**config.mk**
```make
export PLATFORM = sky130hd
export DESIGN_NAME = rsq_top
export DESIGN_NICKNAME = d
export VERILOG_FILES = /design/src/rtl/rsq_pkg.sv /design/src/rtl/rsq_datapath.sv /design/src/rtl/rsq_control.sv /design/src/rtl/rsq_top.sv
export SDC_FILE = /design/constraint.sdc
export NUM_CORES = 1
export LEC_CHECK = 0
export ABC_CLOCK_PERIOD_IN_PS = 4400
export CAP_MARGIN = 0
export CORE_MARGIN = 2
export CORE_UTILIZATION = 38
export DETAILED_ROUTE_END_ITERATION = 10
export MAX_ROUTING_LAYER = met4
export SETUP_SLACK_MARGIN = 0.3
export SLEW_MARGIN = 40
export SYNTH_ARGS = -nofsm -noshare
export SYNTH_HDL_FRONTEND = slang
export SYNTH_HIERARCHICAL = 1
export SYNTH_SLANG_ARGS = --single-unit
export TNS_END_PERCENT = 100
```
**constraint.sdc**
```tcl
create_clock -name clk -period 4.4 [get_ports clk]
set_input_delay 0.66 -clock clk [delete_from_list [all_inputs] [get_ports clk]]
set_output_delay 0.66 -clock clk [all_outputs]
set_load 0.005 [all_outputs]
```
**src/rtl/rsq_pkg.sv**
```systemverilog
package rsq_pkg;

  typedef enum logic [1:0] {
    PH_INIT   = 2'd0,
    PH_LISTEN = 2'd1,
    PH_DATA   = 2'd2,
    PH_CMD    = 2'd3
  } phase_e;

  // Strobes from the control FSM to the datapath
  typedef struct packed {
    logic clrCount;   // zero the tick and bit counters
    logic loadFirst;  // load the first-read address
    logic stepAddr;   // advance to the next address (with wrap)
  } ctlStrb_t;

endpackage

```
**src/rtl/rsq_datapath.sv**
```systemverilog
module rsq_datapath
  import rsq_pkg::*;
#(
  parameter int SLOW_BIT    = 64,
  parameter int FAST_BIT    = 32,
  parameter int INIT_BITS   = 33,
  parameter int LISTEN_BITS = 5,
  parameter int DATA_BITS   = 45,
  parameter int ADDR_W      = 8,
  parameter int MAX_ADDR    = 33
) (
  input  logic                clk,
  input  logic                rstN,
  input  logic                carrierTick,
  input  logic                optFast,
  input  logic [2*ADDR_W-1:0] ctrlRange,
  input  phase_e              phase,
  input  ctlStrb_t            strb,
  output logic                phaseDone,
  output logic [ADDR_W-1:0]   wordAddr
);

  localparam int MAX_LD    = (INIT_BITS > LISTEN_BITS) ? INIT_BITS : LISTEN_BITS;
  localparam int MAX_PHASE = (DATA_BITS > MAX_LD) ? DATA_BITS : MAX_LD;
  localparam int TICK_W    = $clog2(SLOW_BIT);
  localparam int BIT_W     = $clog2(MAX_PHASE);

  logic [TICK_W-1:0] tickCnt, tickLast;
  logic [BIT_W-1:0]  bitCnt, phaseLast;
  logic              bitEnd;

  // Bit length chosen by the rate option
  always_comb tickLast = optFast ? TICK_W'(FAST_BIT - 1) : TICK_W'(SLOW_BIT - 1);

  // Phase length in bit times
  always_comb begin
    unique case (phase)
      PH_INIT:   phaseLast = BIT_W'(INIT_BITS - 1);
      PH_LISTEN: phaseLast = BIT_W'(LISTEN_BITS - 1);
      PH_DATA:   phaseLast = BIT_W'(DATA_BITS - 1);
      default:   phaseLast = '0;
    endcase
  end

  assign bitEnd    = carrierTick && (tickCnt == tickLast);
  assign phaseDone = bitEnd && (bitCnt == phaseLast) && (phase != PH_CMD);

  // Tick and bit counters advance only on carrier ticks
  always_ff @(posedge clk) begin
    if (!rstN || strb.clrCount) begin
      tickCnt <= '0;
      bitCnt  <= '0;
    end else if (carrierTick) begin
      if (bitEnd) begin
        tickCnt <= '0;
        bitCnt  <= phaseDone ? '0 : bitCnt + 1'b1;
      end else begin
        tickCnt <= tickCnt + 1'b1;
      end
    end
  end

  // Address range decode
  logic [ADDR_W-1:0] firstRaw, lastRaw, firstEff, lastEff, nextAddr, addrQ;
  logic              rangeOk;

  assign firstRaw = ctrlRange[ADDR_W-1:0];
  assign lastRaw  = ctrlRange[2*ADDR_W-1:ADDR_W];

  always_comb begin
    rangeOk  = (firstRaw <= lastRaw) && (lastRaw <= ADDR_W'(MAX_ADDR));
    firstEff = (firstRaw > ADDR_W'(MAX_ADDR)) ? ADDR_W'(MAX_ADDR) : firstRaw;
    lastEff  = rangeOk ? lastRaw : firstEff;
    if ((addrQ >= lastEff) || (addrQ < firstEff)) nextAddr = firstEff;
    else                                          nextAddr = addrQ + 1'b1;
  end

  always_ff @(posedge clk) begin
    if (!rstN)               addrQ <= '0;
    else if (strb.loadFirst) addrQ <= firstEff;
    else if (strb.stepAddr)  addrQ <= nextAddr;
  end

  assign wordAddr = addrQ;

endmodule

```
**src/rtl/rsq_control.sv**
```systemverilog
module rsq_control
  import rsq_pkg::*;
(
  input  logic     clk,
  input  logic     rstN,
  input  logic     phaseDone,
  input  logic     rmRequest,
  input  logic     cmdDone,
  output phase_e   phase,
  output ctlStrb_t strb,
  output logic     wordStart,
  output logic     listenOpen,
  output logic     cmdActive
);

  phase_e state, nextState;
  logic   startNext;

  always_comb begin
    nextState = state;
    strb      = '0;
    startNext = 1'b0;
    unique case (state)
      PH_INIT: begin
        if (phaseDone) begin
          nextState      = PH_LISTEN;
          strb.clrCount  = 1'b1;
          strb.loadFirst = 1'b1;
        end
      end
      PH_LISTEN: begin
        // A request inside the window wins over the window's end
        if (rmRequest) begin
          nextState     = PH_CMD;
          strb.clrCount = 1'b1;
        end else if (phaseDone) begin
          nextState = PH_DATA;
          startNext = 1'b1;
        end
      end
      PH_DATA: begin
        // Requests are not looked at here
        if (phaseDone) begin
          nextState     = PH_LISTEN;
          strb.stepAddr = 1'b1;
        end
      end
      default: begin
        strb.clrCount = 1'b1;
        if (cmdDone) begin
          nextState      = PH_LISTEN;
          strb.loadFirst = 1'b1;
        end
      end
    endcase
  end

  always_ff @(posedge clk) begin
    if (!rstN) begin
      state     <= PH_INIT;
      wordStart <= 1'b0;
    end else begin
      state     <= nextState;
      wordStart <= startNext;
    end
  end

  assign phase      = state;
  assign listenOpen = (state == PH_LISTEN);
  assign cmdActive  = (state == PH_CMD);

endmodule

```
**src/rtl/rsq_top.sv**
```systemverilog
module rsq_top
  import rsq_pkg::*;
#(
  parameter int SLOW_BIT    = 64,
  parameter int FAST_BIT    = 32,
  parameter int INIT_BITS   = 33,
  parameter int LISTEN_BITS = 5,
  parameter int DATA_BITS   = 45,
  parameter int ADDR_W      = 8,
  parameter int MAX_ADDR    = 33
) (
  input  logic                clk,
  input  logic                rstN,
  input  logic                carrierTick,
  input  logic                optFast,
  input  logic [2*ADDR_W-1:0] ctrlRange,
  input  logic                rmRequest,
  input  logic                cmdDone,
  output logic [ADDR_W-1:0]   wordAddr,
  output logic                wordStart,
  output logic                listenOpen,
  output logic                cmdActive
);

  phase_e   phase;
  ctlStrb_t strb;
  logic     phaseDone;

  rsq_control u_ctl (
    .clk        (clk),
    .rstN       (rstN),
    .phaseDone  (phaseDone),
    .rmRequest  (rmRequest),
    .cmdDone    (cmdDone),
    .phase      (phase),
    .strb       (strb),
    .wordStart  (wordStart),
    .listenOpen (listenOpen),
    .cmdActive  (cmdActive)
  );

  rsq_datapath #(
    .SLOW_BIT    (SLOW_BIT),
    .FAST_BIT    (FAST_BIT),
    .INIT_BITS   (INIT_BITS),
    .LISTEN_BITS (LISTEN_BITS),
    .DATA_BITS   (DATA_BITS),
    .ADDR_W      (ADDR_W),
    .MAX_ADDR    (MAX_ADDR)
  ) u_dp (
    .clk         (clk),
    .rstN        (rstN),
    .carrierTick (carrierTick),
    .optFast     (optFast),
    .ctrlRange   (ctrlRange),
    .phase       (phase),
    .strb        (strb),
    .phaseDone   (phaseDone),
    .wordAddr    (wordAddr)
  );

endmodule

```
==> run metrics <==
status=complete, no violations; Syn Inst Count=233; detailed-route DRC error count=0; per-cell routed wire length=13.1 um; vias in the first global route=1,638; Setup CP Type=in2reg; IO Count=33; Synth Area in Simple Gates=around 25%; dpl hpwl=roughly 3500 um; hold path depth=2; pre-CTS setup slack=roughly 310 ps; Worst path max stage delay=490 ps; DR iter-0 viols=73; Worst Hold End=u_dp/tickCnt[1]; Worst VDD drop=between 0.09 and 0.1 mV; Post-Route WL=between 4000 and 5000 um; Async S/R FF share, synth=0%; Yosys reg bits=23; Final Hold Viols=0; Slowest cell on crit path=clkdlybuf4s50_1; Netlist Area Pre-Place=1960 um2; Critical R2R Capture=u_dp/wordAddr[2]; layout cells sized above 1=under 10%; I/O Buffers=32; Final period util=slightly below 90%; clk root buf=clkbuf_8; worst slew pin tran=around 570 ps; Final Net Count=320; total track usage=16.8%; max-slew violation count=0; Worst Skew=4.43 ps; drt pass-1 iters=4; clk sinks=23; syn avg cell area=~8.4 um2; Vias per Instance=5.17; synth cell count leaders=ha_1 (29), dfxtp_1 (23), nor2_1 (19); largest net degree at the start of global routing=19; initial core utilization=between 30% and 40%; dominant register cell in the synthesized netlist=dfxtp_1; post-synthesis xor/xnor area fraction=between 5 and 6%; Crit path buffers/inverters=4; R2R Path Start=u_ctl/phase[0]; Crit. End Element=flop; Power Total=about 420 uW; Setup Total Neg Slack=0 ps; r2r setup slk=roughly 1100 ps; post-route setup slack=between 500 and 600 ps; number of synthesized flops with an enable pin=0; # fillers=between 500 and 600; clock transition at the registers of the reported paths=~80 ps; Inserted Diodes=0; Die ar.=approximately 5700 um2; final cell area excluding filler cells=2410 um2; number of distinct library cells after synthesis=48; power per cell area=roughly 170 nW/um2; Seq/Total Area, Yosys=a little under a quarter; CTS tree=yes; antenna-violating nets left=0; Yosys top cell by area=dfxtp_1; die outline height=between 70 and 80 um; DR vias=between 1.5k and 2k; hold path start=u_dp/tickCnt[1]; Worst Hold Class=reg2reg; main combinational cell family by area after synthesis=simple AND/OR/NAND/NOR gates; Clock Path Buffers=2; crit path time final=approximately 3800 ps; Die Wd=between 70 and 80 um; placed inst area=around 2400 um2; area grow syn2layout=23.2%; core area=5040 um2; Worst Path Required=4590 ps; clock buffer count from CTS=3; crit path max fanout=6; Overflow after GRT=0; first-pass GRT wire length=around 7400 um; setup violators final=0; antenna violations before repair=0; RSZ-0062 raised after global routing=false; number of synthesis warnings=6; kind of cell adding the most delay to the critical path=compound AO/OA/AOI/OAI gates; Levels on crit path=18; leakage power=~1.0 nW; startpoint types=primary input; post-synthesis compound-gate area fraction=approximately 18%; share of the synthesized area in the top cell type=between 20% and 30%; most frequent cell after synthesis=ha_1; maximum clock rate=between 200 and 300 MHz; Arr. time, crit path=about 4000 ps; H-tree Lvls=1; cells along the critical path=clkdlybuf4s50_1 -> inv_1 -> ha_1 -> nor2b_1 -> o21a_1 -> o21ai_0 -> a21oi_1 -> o21ai_1 -> buf_4 -> mux2_2 -> ha_1 -> nand2b_1 -> a211oi_1 -> o21ai_0 -> nand3_1 -> buf_4 -> a221o_1 -> a31oi_1; Rel. slew slack=between 60 and 70%; R2R cell count=12; ranking of synthesized cells by area=dfxtp_1 (24%), ha_1 (19%), nor2_1 (3.6%), nand3_1 (3.6%), xor2_1 (3.6%); clock latency on the worst-skew pair=between 200 and 300 ps; mux cell area share after synthesis=4.93%; Rows=26; GPL Wtd Cong=a little under 0.9; Adder-Cell Fraction of Synth Area=18.6%; max_cap viols=0
worst register-to-register path: cells and delay by family (launching register included):
kind                     cells  cell delay [ps]
AO/OA/AOI/OAI                5             1220
AND/OR/NAND/NOR              4              920
flip-flops                   1              500
adder cells (fa/ha/maj)      1              310
XOR/XNOR                     1              120
buffers and inverters        1               80
worst max path at each step:
stage,slack (ps),to,start
after floorplan,940,u_dp/wordAddr[0],ctrlRange[9]
after global placement,380,u_dp/wordAddr[4],ctrlRange[9]
after detailed placement,310,u_dp/wordAddr[5],ctrlRange[9]
after CTS,590,u_dp/wordAddr[3],ctrlRange[9]
after global routing,320,u_dp/wordAddr[0],ctrlRange[9]
final,590,u_dp/wordAddr[0],ctrlRange[9]
cell usage in the layout, fill, tap and decap left out, types with 3 or more instances in the layout:
cell type | netlist | layout
a21o_1 | 4 | 4
a21oi_1 | 6 | 6
a31oi_1 | 4 | 4
and2_1 | 3 | 3
and3_1 | 10 | 10
and4_1 | 3 | 3
buf_4 | 0 | 3
clkbuf_8 | 0 | 3
clkdlybuf4s50_1 | 0 | 32
conb_1 | 1 | 4
dfxtp_1 | 23 | 23
ha_1 | 29 | 29
inv_1 | 15 | 15
mux2_2 | 5 | 5
mux2i_1 | 4 | 4
nand2_1 | 15 | 15
nand2b_1 | 3 | 3
nand3_1 | 14 | 14
nand4_1 | 6 | 6
nor2_1 | 19 | 18
nor3_1 | 3 | 3
nor4_1 | 3 | 3
o211ai_1 | 4 | 4
o21ai_0 | 10 | 10
xnor2_1 | 4 | 4
xor2_1 | 8 | 8
metal layers:
metal	part of all wire [%]	vias up	global-route usage, %
met5	0	-	-
met4	0.77	0	2.92
met3	2.1	4	2.51
met2	44	17	26.0
met1	53	807	23.4
li1	-	919	-
logic make-up (layout without fill, tap and decap cells):
family | after synthesis | in the layout
xor+xnor | 12 | 12
buf+inv | 22 | 54
fa+ha+maj | 29 | 29
compound gates | 47 | 47
other cells | 1 | 4
flops | 23 | 23
mux | 9 | 9
simple gates | 90 | 90
state kept, by name (all words and copies together), names as in the netlist:
register and cells:
u_ctl/phase 2, u_ctl/wordStart 1, u_dp/bitCnt 6, u_dp/tickCnt 6
u_dp/wordAddr 8
repair_timing:
item                                    in CTS  in global routing
hold buffers                                 0                  0
setup buffers                                0                  1
endpoints found under the setup margin       0                  4
resized for setup                            0                  1
area by class of cell:
cell class	instances	area [um2]	area share (%)
clock buffer	4	45.0	1.87
tap	70	87.6	3.64
sequential	23	460	19.1
inverter	15	56.3	2.34
timing repair buffer	35	343	14.2
multi-input combinational	191	1420	58.8
where the power goes:
| part | internal [mW] | leakage, nW | switching [mW] |
|---|---|---|---|
| logic | 0.0360 | 0.802 | 0.0327 |
| clock network | 0.0648 | 0.0228 | 0.0709 |
| registers | 0.210 | 0.186 | 0.00144 |
stage by stage:
step	instances	util [%]	hold WS [ps]
final	338	47.8	528
after CTS	337	47.6	537
after global placement	333	46.7	507
after floorplan	236	-	487
after detailed placement	333	46.7	515
after global routing	338	47.8	571
Power figures use the tool's default switching activity.
